$ cat src/rtl/adcseq_pkg.sv
package adcseq_pkg;
  localparam int unsigned NCH = 4;
  localparam int unsigned CH_W = 2;
  localparam int unsigned CH_V = 0;
  localparam int unsigned CH_W_IDX = 1;
  localparam int unsigned CH_U = 2;
  localparam int unsigned CH_AUX = 3;

  typedef enum logic [1:0] {ST_ACQ, ST_IDLE, ST_CONV} seq_st_e;

  // {valid, index} of the first enabled channel above cur
  function automatic logic [CH_W:0] next_ch(input logic [CH_W-1:0] cur,
                                            input logic [NCH-1:0] mask);
    logic [CH_W:0] r;
    r = '0;
    for (int i = NCH - 1; i >= 0; i--) begin
      if (mask[i] && (i > int'(cur))) r = {1'b1, CH_W'(i)};
    end
    return r;
  endfunction
endpackage

$ cat src/rtl/adcseq_ctrl.sv
module adcseq_ctrl
  import adcseq_pkg::*;
#(
  parameter int unsigned ACQ_CYC  = 20,
  parameter int unsigned CONV_CYC = 40
) (
  input  logic           clk_i,
  input  logic           rst_ni,
  input  logic           start_i,
  input  logic           en_u_i,
  input  logic           en_aux_i,
  output logic           hold_o,
  output logic [NCH-1:0] strobe_o,
  output logic [NCH-1:0] cap_o,
  output logic           done_o
);
  localparam int unsigned MAXC = (ACQ_CYC > CONV_CYC) ? ACQ_CYC : CONV_CYC;
  localparam int unsigned CNT_W = $clog2(MAXC);
  localparam logic [CNT_W-1:0] ACQ_LAST = CNT_W'(ACQ_CYC - 1);
  localparam logic [CNT_W-1:0] CONV_LAST = CNT_W'(CONV_CYC - 1);

  seq_st_e         st_q, st_d;
  logic [CNT_W-1:0] cnt_q, cnt_d;
  logic [CH_W-1:0] ch_q, ch_d;
  logic [NCH-1:0]  mask_q, mask_d;
  logic            start_q, pend_q, pend_d;
  logic            rise, req, go, acq_end, slot_end;
  logic [CH_W:0]   nxt;

  assign rise     = start_i & ~start_q;
  assign req      = rise | pend_q;
  assign acq_end  = (st_q == ST_ACQ) && (cnt_q == ACQ_LAST);
  assign slot_end = (st_q == ST_CONV) && (cnt_q == CONV_LAST);
  assign go       = req && ((st_q == ST_IDLE) || acq_end);
  assign nxt      = next_ch(ch_q, mask_q);
  assign pend_d   = (pend_q | rise) & ~go;

  always_comb begin
    st_d   = st_q;
    cnt_d  = cnt_q;
    ch_d   = ch_q;
    mask_d = mask_q;
    unique case (st_q)
      ST_ACQ: begin
        if (acq_end) begin
          cnt_d = '0;
          st_d  = req ? ST_CONV : ST_IDLE;
        end else begin
          cnt_d = cnt_q + 1'b1;
        end
      end
      ST_IDLE: if (req) st_d = ST_CONV;
      ST_CONV: begin
        if (slot_end) begin
          cnt_d = '0;
          if (nxt[CH_W]) ch_d = nxt[CH_W-1:0];
          else           st_d = ST_ACQ;
        end else begin
          cnt_d = cnt_q + 1'b1;
        end
      end
      default: st_d = ST_ACQ;
    endcase
    if (go) begin
      cnt_d  = '0;
      ch_d   = '0;
      mask_d = {en_aux_i, en_u_i, 2'b11};
    end
  end

  always_ff @(posedge clk_i or negedge rst_ni) begin
    if (!rst_ni) begin
      st_q    <= ST_ACQ;
      cnt_q   <= '0;
      ch_q    <= '0;
      mask_q  <= '0;
      start_q <= 1'b0;
      pend_q  <= 1'b0;
    end else begin
      st_q    <= st_d;
      cnt_q   <= cnt_d;
      ch_q    <= ch_d;
      mask_q  <= mask_d;
      start_q <= start_i;
      pend_q  <= pend_d;
    end
  end

  assign hold_o = (st_q == ST_CONV);
  assign done_o = slot_end && !nxt[CH_W];

  for (genvar i = 0; i < NCH; i++) begin : g_ch
    assign strobe_o[i] = hold_o && (cnt_q == '0) && (ch_q == CH_W'(i));
    assign cap_o[i]    = slot_end && (ch_q == CH_W'(i));
  end

  p_strobe_onehot_r3: assert property (@(posedge clk_i) disable iff (!rst_ni)
    $onehot0(strobe_o));

  p_strobe_in_hold_r3: assert property (@(posedge clk_i) disable iff (!rst_ni)
    (strobe_o != '0) |-> hold_o);

  p_hold_entry_r5: assert property (@(posedge clk_i) disable iff (!rst_ni)
    $rose(hold_o) |-> (($past(st_q) == ST_IDLE) || ($past(cnt_q) == ACQ_LAST)));

  p_done_in_hold_r7: assert property (@(posedge clk_i) disable iff (!rst_ni)
    done_o |=> !hold_o);
endmodule

$ cat src/rtl/adcseq_results.sv
module adcseq_results
  import adcseq_pkg::*;
#(
  parameter int unsigned RES_W = 11,
  parameter int unsigned REG_W = 12
) (
  input  logic                      clk_i,
  input  logic                      rst_ni,
  input  logic [NCH-1:0]            cap_i,
  input  logic [RES_W-1:0]          data_i,
  output logic [NCH-1:0][REG_W-1:0] res_o
);
  localparam int unsigned PAD = REG_W - RES_W;

  for (genvar i = 0; i < NCH; i++) begin : g_reg
    always_ff @(posedge clk_i or negedge rst_ni) begin
      if (!rst_ni)       res_o[i] <= '0;
      else if (cap_i[i]) res_o[i] <= {data_i, {PAD{1'b0}}};
    end

    p_keep_r4: assert property (@(posedge clk_i) disable iff (!rst_ni)
      !cap_i[i] |=> $stable(res_o[i]));
  end
endmodule

$ cat src/rtl/adcseq_irq.sv
module adcseq_irq #(
  parameter int unsigned STAT_W   = 12,
  parameter int unsigned SRC_BIT  = 0,
  parameter int unsigned PEND_BIT = STAT_W - 1
) (
  input  logic              clk_i,
  input  logic              rst_ni,
  input  logic              done_i,
  input  logic              irq_en_i,
  input  logic              irq_level_i,
  input  logic              stat_rd_i,
  output logic [STAT_W-1:0] status_o,
  output logic              irq_no
);
  logic src_q, pend_q, pulse_q, set;

  assign set = done_i & irq_en_i;

  always_ff @(posedge clk_i or negedge rst_ni) begin
    if (!rst_ni) begin
      src_q   <= 1'b0;
      pend_q  <= 1'b0;
      pulse_q <= 1'b0;
    end else begin
      pulse_q <= set;
      if (set) begin
        src_q  <= 1'b1;
        pend_q <= 1'b1;
      end else if (stat_rd_i) begin
        src_q  <= 1'b0;
        pend_q <= 1'b0;
      end
    end
  end

  always_comb begin
    status_o           = '0;
    status_o[SRC_BIT]  = src_q;
    status_o[PEND_BIT] = pend_q;
  end

  assign irq_no = ~(irq_level_i ? pend_q : pulse_q);

  p_rd_clear_r8: assert property (@(posedge clk_i) disable iff (!rst_ni)
    (stat_rd_i && !set) |=> (status_o == '0));

  p_set_wins_r8: assert property (@(posedge clk_i) disable iff (!rst_ni)
    set |=> (status_o[SRC_BIT] && status_o[PEND_BIT]));

  p_edge_once_r9: assert property (@(posedge clk_i) disable iff (!rst_ni)
    (!irq_level_i && !irq_no) |=> (irq_no || irq_level_i));

  p_level_hold_r10: assert property (@(posedge clk_i) disable iff (!rst_ni)
    (irq_level_i && !irq_no && !stat_rd_i) |=> (!irq_no || !irq_level_i));
endmodule

$ cat src/rtl/adc_group_seq.sv
module adc_group_seq
  import adcseq_pkg::*;
#(
  parameter int unsigned ACQ_CYC  = 20,
  parameter int unsigned CONV_CYC = 40,
  parameter int unsigned RES_W    = 11,
  parameter int unsigned REG_W    = 12,
  parameter int unsigned STAT_W   = 12
) (
  input  logic              clk_i,
  input  logic              rst_ni,
  input  logic              start_i,
  input  logic              en_u_i,
  input  logic              en_aux_i,
  input  logic              irq_en_i,
  input  logic              irq_level_i,
  input  logic              stat_rd_i,
  input  logic [RES_W-1:0]  adc_data_i,
  output logic              hold_o,
  output logic [NCH-1:0]    conv_strobe_o,
  output logic [STAT_W-1:0] status_o,
  output logic [REG_W-1:0]  result_v_o,
  output logic [REG_W-1:0]  result_w_o,
  output logic [REG_W-1:0]  result_u_o,
  output logic [REG_W-1:0]  result_aux_o,
  output logic              irq_no
);
  logic [NCH-1:0]            cap;
  logic                      done;
  logic [NCH-1:0][REG_W-1:0] res;

  adcseq_ctrl #(.ACQ_CYC(ACQ_CYC), .CONV_CYC(CONV_CYC)) u_ctrl (
    .clk_i    (clk_i),
    .rst_ni   (rst_ni),
    .start_i  (start_i),
    .en_u_i   (en_u_i),
    .en_aux_i (en_aux_i),
    .hold_o   (hold_o),
    .strobe_o (conv_strobe_o),
    .cap_o    (cap),
    .done_o   (done)
  );

  adcseq_results #(.RES_W(RES_W), .REG_W(REG_W)) u_res (
    .clk_i  (clk_i),
    .rst_ni (rst_ni),
    .cap_i  (cap),
    .data_i (adc_data_i),
    .res_o  (res)
  );

  adcseq_irq #(.STAT_W(STAT_W)) u_irq (
    .clk_i       (clk_i),
    .rst_ni      (rst_ni),
    .done_i      (done),
    .irq_en_i    (irq_en_i),
    .irq_level_i (irq_level_i),
    .stat_rd_i   (stat_rd_i),
    .status_o    (status_o),
    .irq_no      (irq_no)
  );

  assign result_v_o   = res[CH_V];
  assign result_w_o   = res[CH_W_IDX];
  assign result_u_o   = res[CH_U];
  assign result_aux_o = res[CH_AUX];
endmodule

$ cat config.mk
export PLATFORM = sky130hd
export DESIGN_NAME = adc_group_seq
export DESIGN_NICKNAME = d
export VERILOG_FILES = /design/src/rtl/adcseq_pkg.sv /design/src/rtl/adcseq_ctrl.sv /design/src/rtl/adcseq_results.sv /design/src/rtl/adcseq_irq.sv /design/src/rtl/adc_group_seq.sv
export SDC_FILE = /design/constraint.sdc
export NUM_CORES = 1
export LEC_CHECK = 0
export BUFFER_PORTS_ARGS = -buffer_cell sky130_fd_sc_hd__buf_4
export CORE_ASPECT_RATIO = 2
export CORE_UTILIZATION = 54
export CTS_CLUSTER_SIZE = 12
export DETAILED_ROUTE_END_ITERATION = 8
export PLACE_DENSITY = 0.83
export SLEW_MARGIN = 20
export SYNTH_ARGS = -nofsm -noshare
export SYNTH_HDL_FRONTEND = slang
export SYNTH_SLANG_ARGS = --single-unit
$ cat constraint.sdc
create_clock -name clk_i -period 6.5 [get_ports clk_i]
set_input_delay 0.65 -clock clk_i [delete_from_list [all_inputs] [get_ports clk_i]]
set_output_delay 0.65 -clock clk_i [all_outputs]
set_load 0.005 [all_outputs]
**Word level (Yosys, flattened, before mapping)**

Cells that the tools add are included.

- Register bits after elaboration: 62
- Input port bits: 19
- Logic and storage cells: 82
- Output and inout bits: 66

- Reduce and logical (&&, ||, !) cells: 28
- Magnitude comparators: 3
- Multiplexer cells: 20
- Equal/unequal tests: 11
- Add/sub/neg operators: 1
- Bitwise operators: 7

Operators by type and width:

| kind | number |
|---|---|
| 2-bit two-way mux | 9 |
| 6-bit two-way mux | 3 |
| 1-bit logical AND | 16 |
| 6-bit one-hot mux with 2 select lines | 1 |
| 3-bit two-way mux | 3 |
| 2-bit nonzero test | 4 |
| 6-bit by 1-bit adder with 6-bit output, second input constant | 1 |
| 2-bit == test, second input constant | 3 |
| 6-bit by 5-bit == test with 1-bit output, second input constant | 1 |
| 6-bit == test, second input constant | 1 |
| 6-bit logical NOT | 1 |
| 2-bit one-hot mux with 3 select lines | 1 |
| 2-bit by 1-bit == test with 1-bit output, second input constant | 2 |
| 2-bit greater-than comparator, first input constant | 2 |
| 2-bit logical NOT | 2 |
| 2-bit by 1-bit inequality test with 1-bit output, second input constant | 2 |
| 2-bit inequality test, second input constant | 2 |
| 4-bit AND reduction | 1 |
| 1-bit bitwise AND | 3 |
| 1-bit two-way mux | 3 |
| 1-bit NOT | 3 |
| 3-bit AND reduction | 1 |
| 3-bit nonzero test | 1 |
| 1-bit by 2-bit greater-than comparator with 1-bit output, first input constant | 1 |
| 3 further kinds | 3 |

**Longest topological paths before layout**

- Word-level depth: 9
- Gate-level depth with buffers: 7
- Mapped depth without buffers: 5

**Cells and area by module**

From an unflattened synthesis, not the netlist that was laid out.

- Cells, all modules: 214
- Area, all modules: 2916.5 µm²

By module, submodules not included:

| module | area an instance (µm²) | cells each | sequential area each (µm²) | times used |
|---|---|---|---|---|
| adcseq_results | 1825.5 | 97 | 1101.1 | 1 |
| adcseq_ctrl | 917.1 | 98 | 375.4 | 1 |
| adcseq_irq | 173.9 | 19 | 50.0 | 1 |

**Worst setup path before layout**

OpenSTA, ideal clock, no wires.

- Kind: flip-flop to flip-flop
- Start: reg u_ctrl.cnt_q[0]
- End: reg u_res.res_o[10] in the netlist's numbering
- Period minus slack after synthesis: 2.086 ns
- Stages on the path, launching flop included: 8
- Setup time: 0.125 ns
- Arrival time: 1.960 ns
- Path slack: 4.414 ns
- Required time: 6.375 ns
- Buffers on the path: 2
- Path through: dfrtp_1 -> ha_1 -> nand4b_1 -> or3_1 -> buf_2 -> or3_4 -> buf_6 -> mux2_4

- Longest elaborated chain between the ends: 3

Ends and longest elaborated chain:

| what | RTL line | text |
|---|---|---|
| from (decl) | adcseq_ctrl.sv:23 | `logic [CNT_W-1:0] cnt_q, cnt_d;` |
| from (signal assigned) | adcseq_ctrl.sv:81 | `cnt_q <= cnt_d;` |
| 6-bit == test | adcseq_ctrl.sv:33 | `assign slot_end = (st_q == ST_CONV) && (cnt_q == CONV_LAST);` |
| 1-bit logical AND | adcseq_ctrl.sv:33 |  |
| 1-bit logical AND | adcseq_ctrl.sv:94 | `assign cap_o[i] = slot_end && (ch_q == CH_W'(i));` |
| to (signal, indexed assignment) | adcseq_results.sv:18 | `else if (cap_i[i]) res_o[i] <= {data_i, {PAD{1'b0}}};` |
| to (decl) | adcseq_results.sv:11 | `output logic [NCH-1:0][REG_W-1:0] res_o` |

Every way passes these cells.
A chain may end at the register's enable or synchronous reset.

**Final worst setup path**

- Start: reg u_ctrl.cnt_q[1]
- End: reg u_res.res_o[43] in the netlist's numbering

The elaborated chain is that of the path after synthesis.

==> impl_results.md <==
- Die Wd: 52.2 um
- Sequential area share after synthesis: 0.561
- Initial antenna violation count: 0
- Row cnt: 36
- Critical path launch point type: flip-flop
- Die area: around 5300 um^2
- Status: completed
- Ys flop type: dfrtp_1
- Final Worst Setup Slack: 3.85 ns
- IO Port Bufs: 70
- Wire per inst: between 15 and 20 um
- Core area: approximately 5000 um^2
- Final Core Density: 0.700
- TritonCTS clock tree: yes
- CTS resizes: 0
- Worst slew pin tran: 1.02 ns
- Pwr Density: about 400 nW/um^2
- Synth cell count leaders: dfrtp_1 (61), mux2_2 (36), buf_4 (16)
- CP max FO: 11
- Place WS: 3.78 ns
- Area leader, netlist: dfrtp_1
- Detail Route Antenna Nets: 0
- Worst Path Required: 6.72 ns
- Setup crit end kind: flip-flop
- Max_slew headroom: 0.316
- Asr flop ratio synth: 1.00
- # fillers: 359
- Hpwl dp: 4.00 mm
- Power Total: 1350 uW
- DR DRC count: 0
- TNS Setup: 0 ns
- H-tree depth: 3
- Largest net degree at the start of global routing: slightly above 60
- RR Startpoint: u_ctrl.cnt_q[1]$_DFFE_PN0P_
- Flop-to-flop setup slack: 3.85 ns
- CP startpoint: u_ctrl.cnt_q[1]$_DFFE_PN0P_
- Setup Buffers After CTS: 0
- Post-Syn Area per Cell: approximately 13 um^2
- Crit path kind: reg2reg
- Vias in the first global route: 1765
- FF-to-FF End: u_res.res_o[43]$_DFFE_PN0P_
- RSZ-0062 raised after global routing: no
- Register area: between 1500 and 2000 um^2
- Crit path DAT: 2.87 ns
- Post-synth top area share: 0.561
- Fin Clk Skew: between 0.008 and 0.009 ns
- CTS root buf: clkbuf_8
- GR Overflow Total: 0
- EDFF count, synth: 0
- Boundary Pins: 85
- Register-to-Register Path Depth: 5
- Synthesized flop and latch total: between 60 and 70
- Most instantiated library cell after synthesis: dfrtp_1
- Final setup viols: 0
- Achievable Freq: 378 MHz
- Synth top area cells: dfrtp_1 (56%), mux2_2 (15%), mux2_4 (5.5%), buf_4 (4.4%), nor2_1 (1.5%)
- Ys Warns: 0
- Synth cell types: 38
- Clk buf depth: 2
- Final Hold Fails: 0
- Area Overhead vs Synth: 25.3%
- Clock Latency Late Sink: 0.33 ns
- Nets: 302
- Initial Util: 0.559
- Layout cells sized above 1: 0.476
- WL final: 5.43 mm
- Hold buffers post-CTS: 0
- Crit share post-route: 0.407
- Total clock sinks: 61
- Mapped Cells: 212
- Clock Pin Slew Worst Setup and Hold Paths: 0.07 ns
- Antenna cells: 0
- Global-route usage over all layers: 0.223
- Slew Limit Fails: 0
- DRT Pass-1 Iters: 6
- Total of max-cap violations: 0
- First-pass GRT wire length: around 8.4 mm
- Multi-input logic area: 1050 um^2
- Die Y: 102 um
- Pleak: 0.00173 uW
- Via Count: between 1500 and 2000
- Hold WC Path Type: in2async
- Minimum period implied by the final worst setup slack: 2.65 ns
- Syn Std Cell Area: between 2000 and 3000 um^2
- Initial DRC Count: 43
- CP Capture Point: u_res.res_o[43]$_DFFE_PN0P_
- Placer Congestion: 0.979
- Cts bufs inserted: 9
- Max rail drop VDD: 238 uV
- Vias/cell: ~5.3
-- cell families after synthesis --
kind of cell	Yosys count	synth area share
flip-flops	61	0.561
AND/OR/NAND/NOR	48	0.0966
multiplexers	47	0.208
buffers and inverters	32	0.0718
AO/OA/AOI/OAI	18	0.0419
XOR/XNOR	3	0.00967
adder cells (fa/ha/maj)	2	0.00920
other	1	0.00138
-- critical path, stage by stage, from the launching register on --
cell      delay (ns)
dfrtp_1         0.41
ha_1            0.24
nand4b_1        0.17
or3_1           0.46
nor2_1          0.83
mux2_2          0.43
-- metrics by stage --
stage / cells / area [um^2] / hold slack [ns]
after floorplan: 225 / 2770 / 0.354
after global placement: 327 / 3200 / 0.437
after detailed placement: 327 / 3200 / 0.459
after CTS: 343 / 3410 / 0.404
after global routing: 343 / 3410 / 0.414
final: 343 / 3410 / 0.379
-- flip-flops by register name (all words and copies together) (netlist names) --
register	cells
u_res.res_o	44
u_irq.src_q	1
u_ctrl.mask_q	3
u_ctrl.ch_q	2
u_ctrl.cnt_q	6
u_ctrl.start_q	1
u_ctrl.st_q	2
u_irq.pulse_q	1
u_ctrl.pend_q	1
-- worst min-delay path by stage --
stage	slack, ns	endpoint	cells past startpoint
finish	0.38	u_res.res_o[2]$_DFFE_PN0P_	1
CTS	0.40	u_res.res_o[2]$_DFFE_PN0P_	1
global placement	0.44	u_ctrl.st_q[0]$_DFFE_PN0P_	1
global route	0.41	u_ctrl.start_q$_DFF_PN0_	1
detailed placement	0.46	u_ctrl.st_q[0]$_DFFE_PN0P_	1
floorplan	0.35	u_ctrl.ch_q[0]$_DFFE_PN0P_	0
-- power breakdown --
group	internal (uW)	switching, uW
sequential	502	108
combinational	246	152
clock	208	137
total	956	397
-- cell usage in the layout, fill, tap and decap left out, drive strengths merged, types with 2 or more instances in the layout --
cell / instances
o2111ai: 2
ha: 2
xor2: 2
nor2b: 2
nor3: 8
nand3: 5
mux2: 46
a21oi: 7
clkbuf: 13
nand2b: 4
nand2: 7
inv: 7
conb: 14
nor2: 11
a21o: 2
dfrtp: 61
or2: 2
or3: 3
a31oi: 2
buf: 70
o21ai: 3
-- cell type report --
type | count | share of cell area
timing repair buffer | 70 | 0.154
inverter | 7 | 0.00771
multi-input combinational | 132 | 0.307
clock inverter | 3 | 0.0125
tap | 57 | 0.0209
clock buffer | 13 | 0.0496
sequential | 61 | 0.448
-- layer usage --
metal | routed length (um) | part of all wire | vias to the layer above | global-route usage
met2 | 2900 | 0.53 | 70 | 0.381
met4 | 164 | 0.030 | 0 | 0.119
met3 | 256 | 0.047 | 16 | 0.0610
li1 | - | - | 851 | -
met1 | 2110 | 0.39 | 893 | 0.245
met5 | 0 | 0 | - | 0
Note: power is estimated with default switching activity, not from simulation.
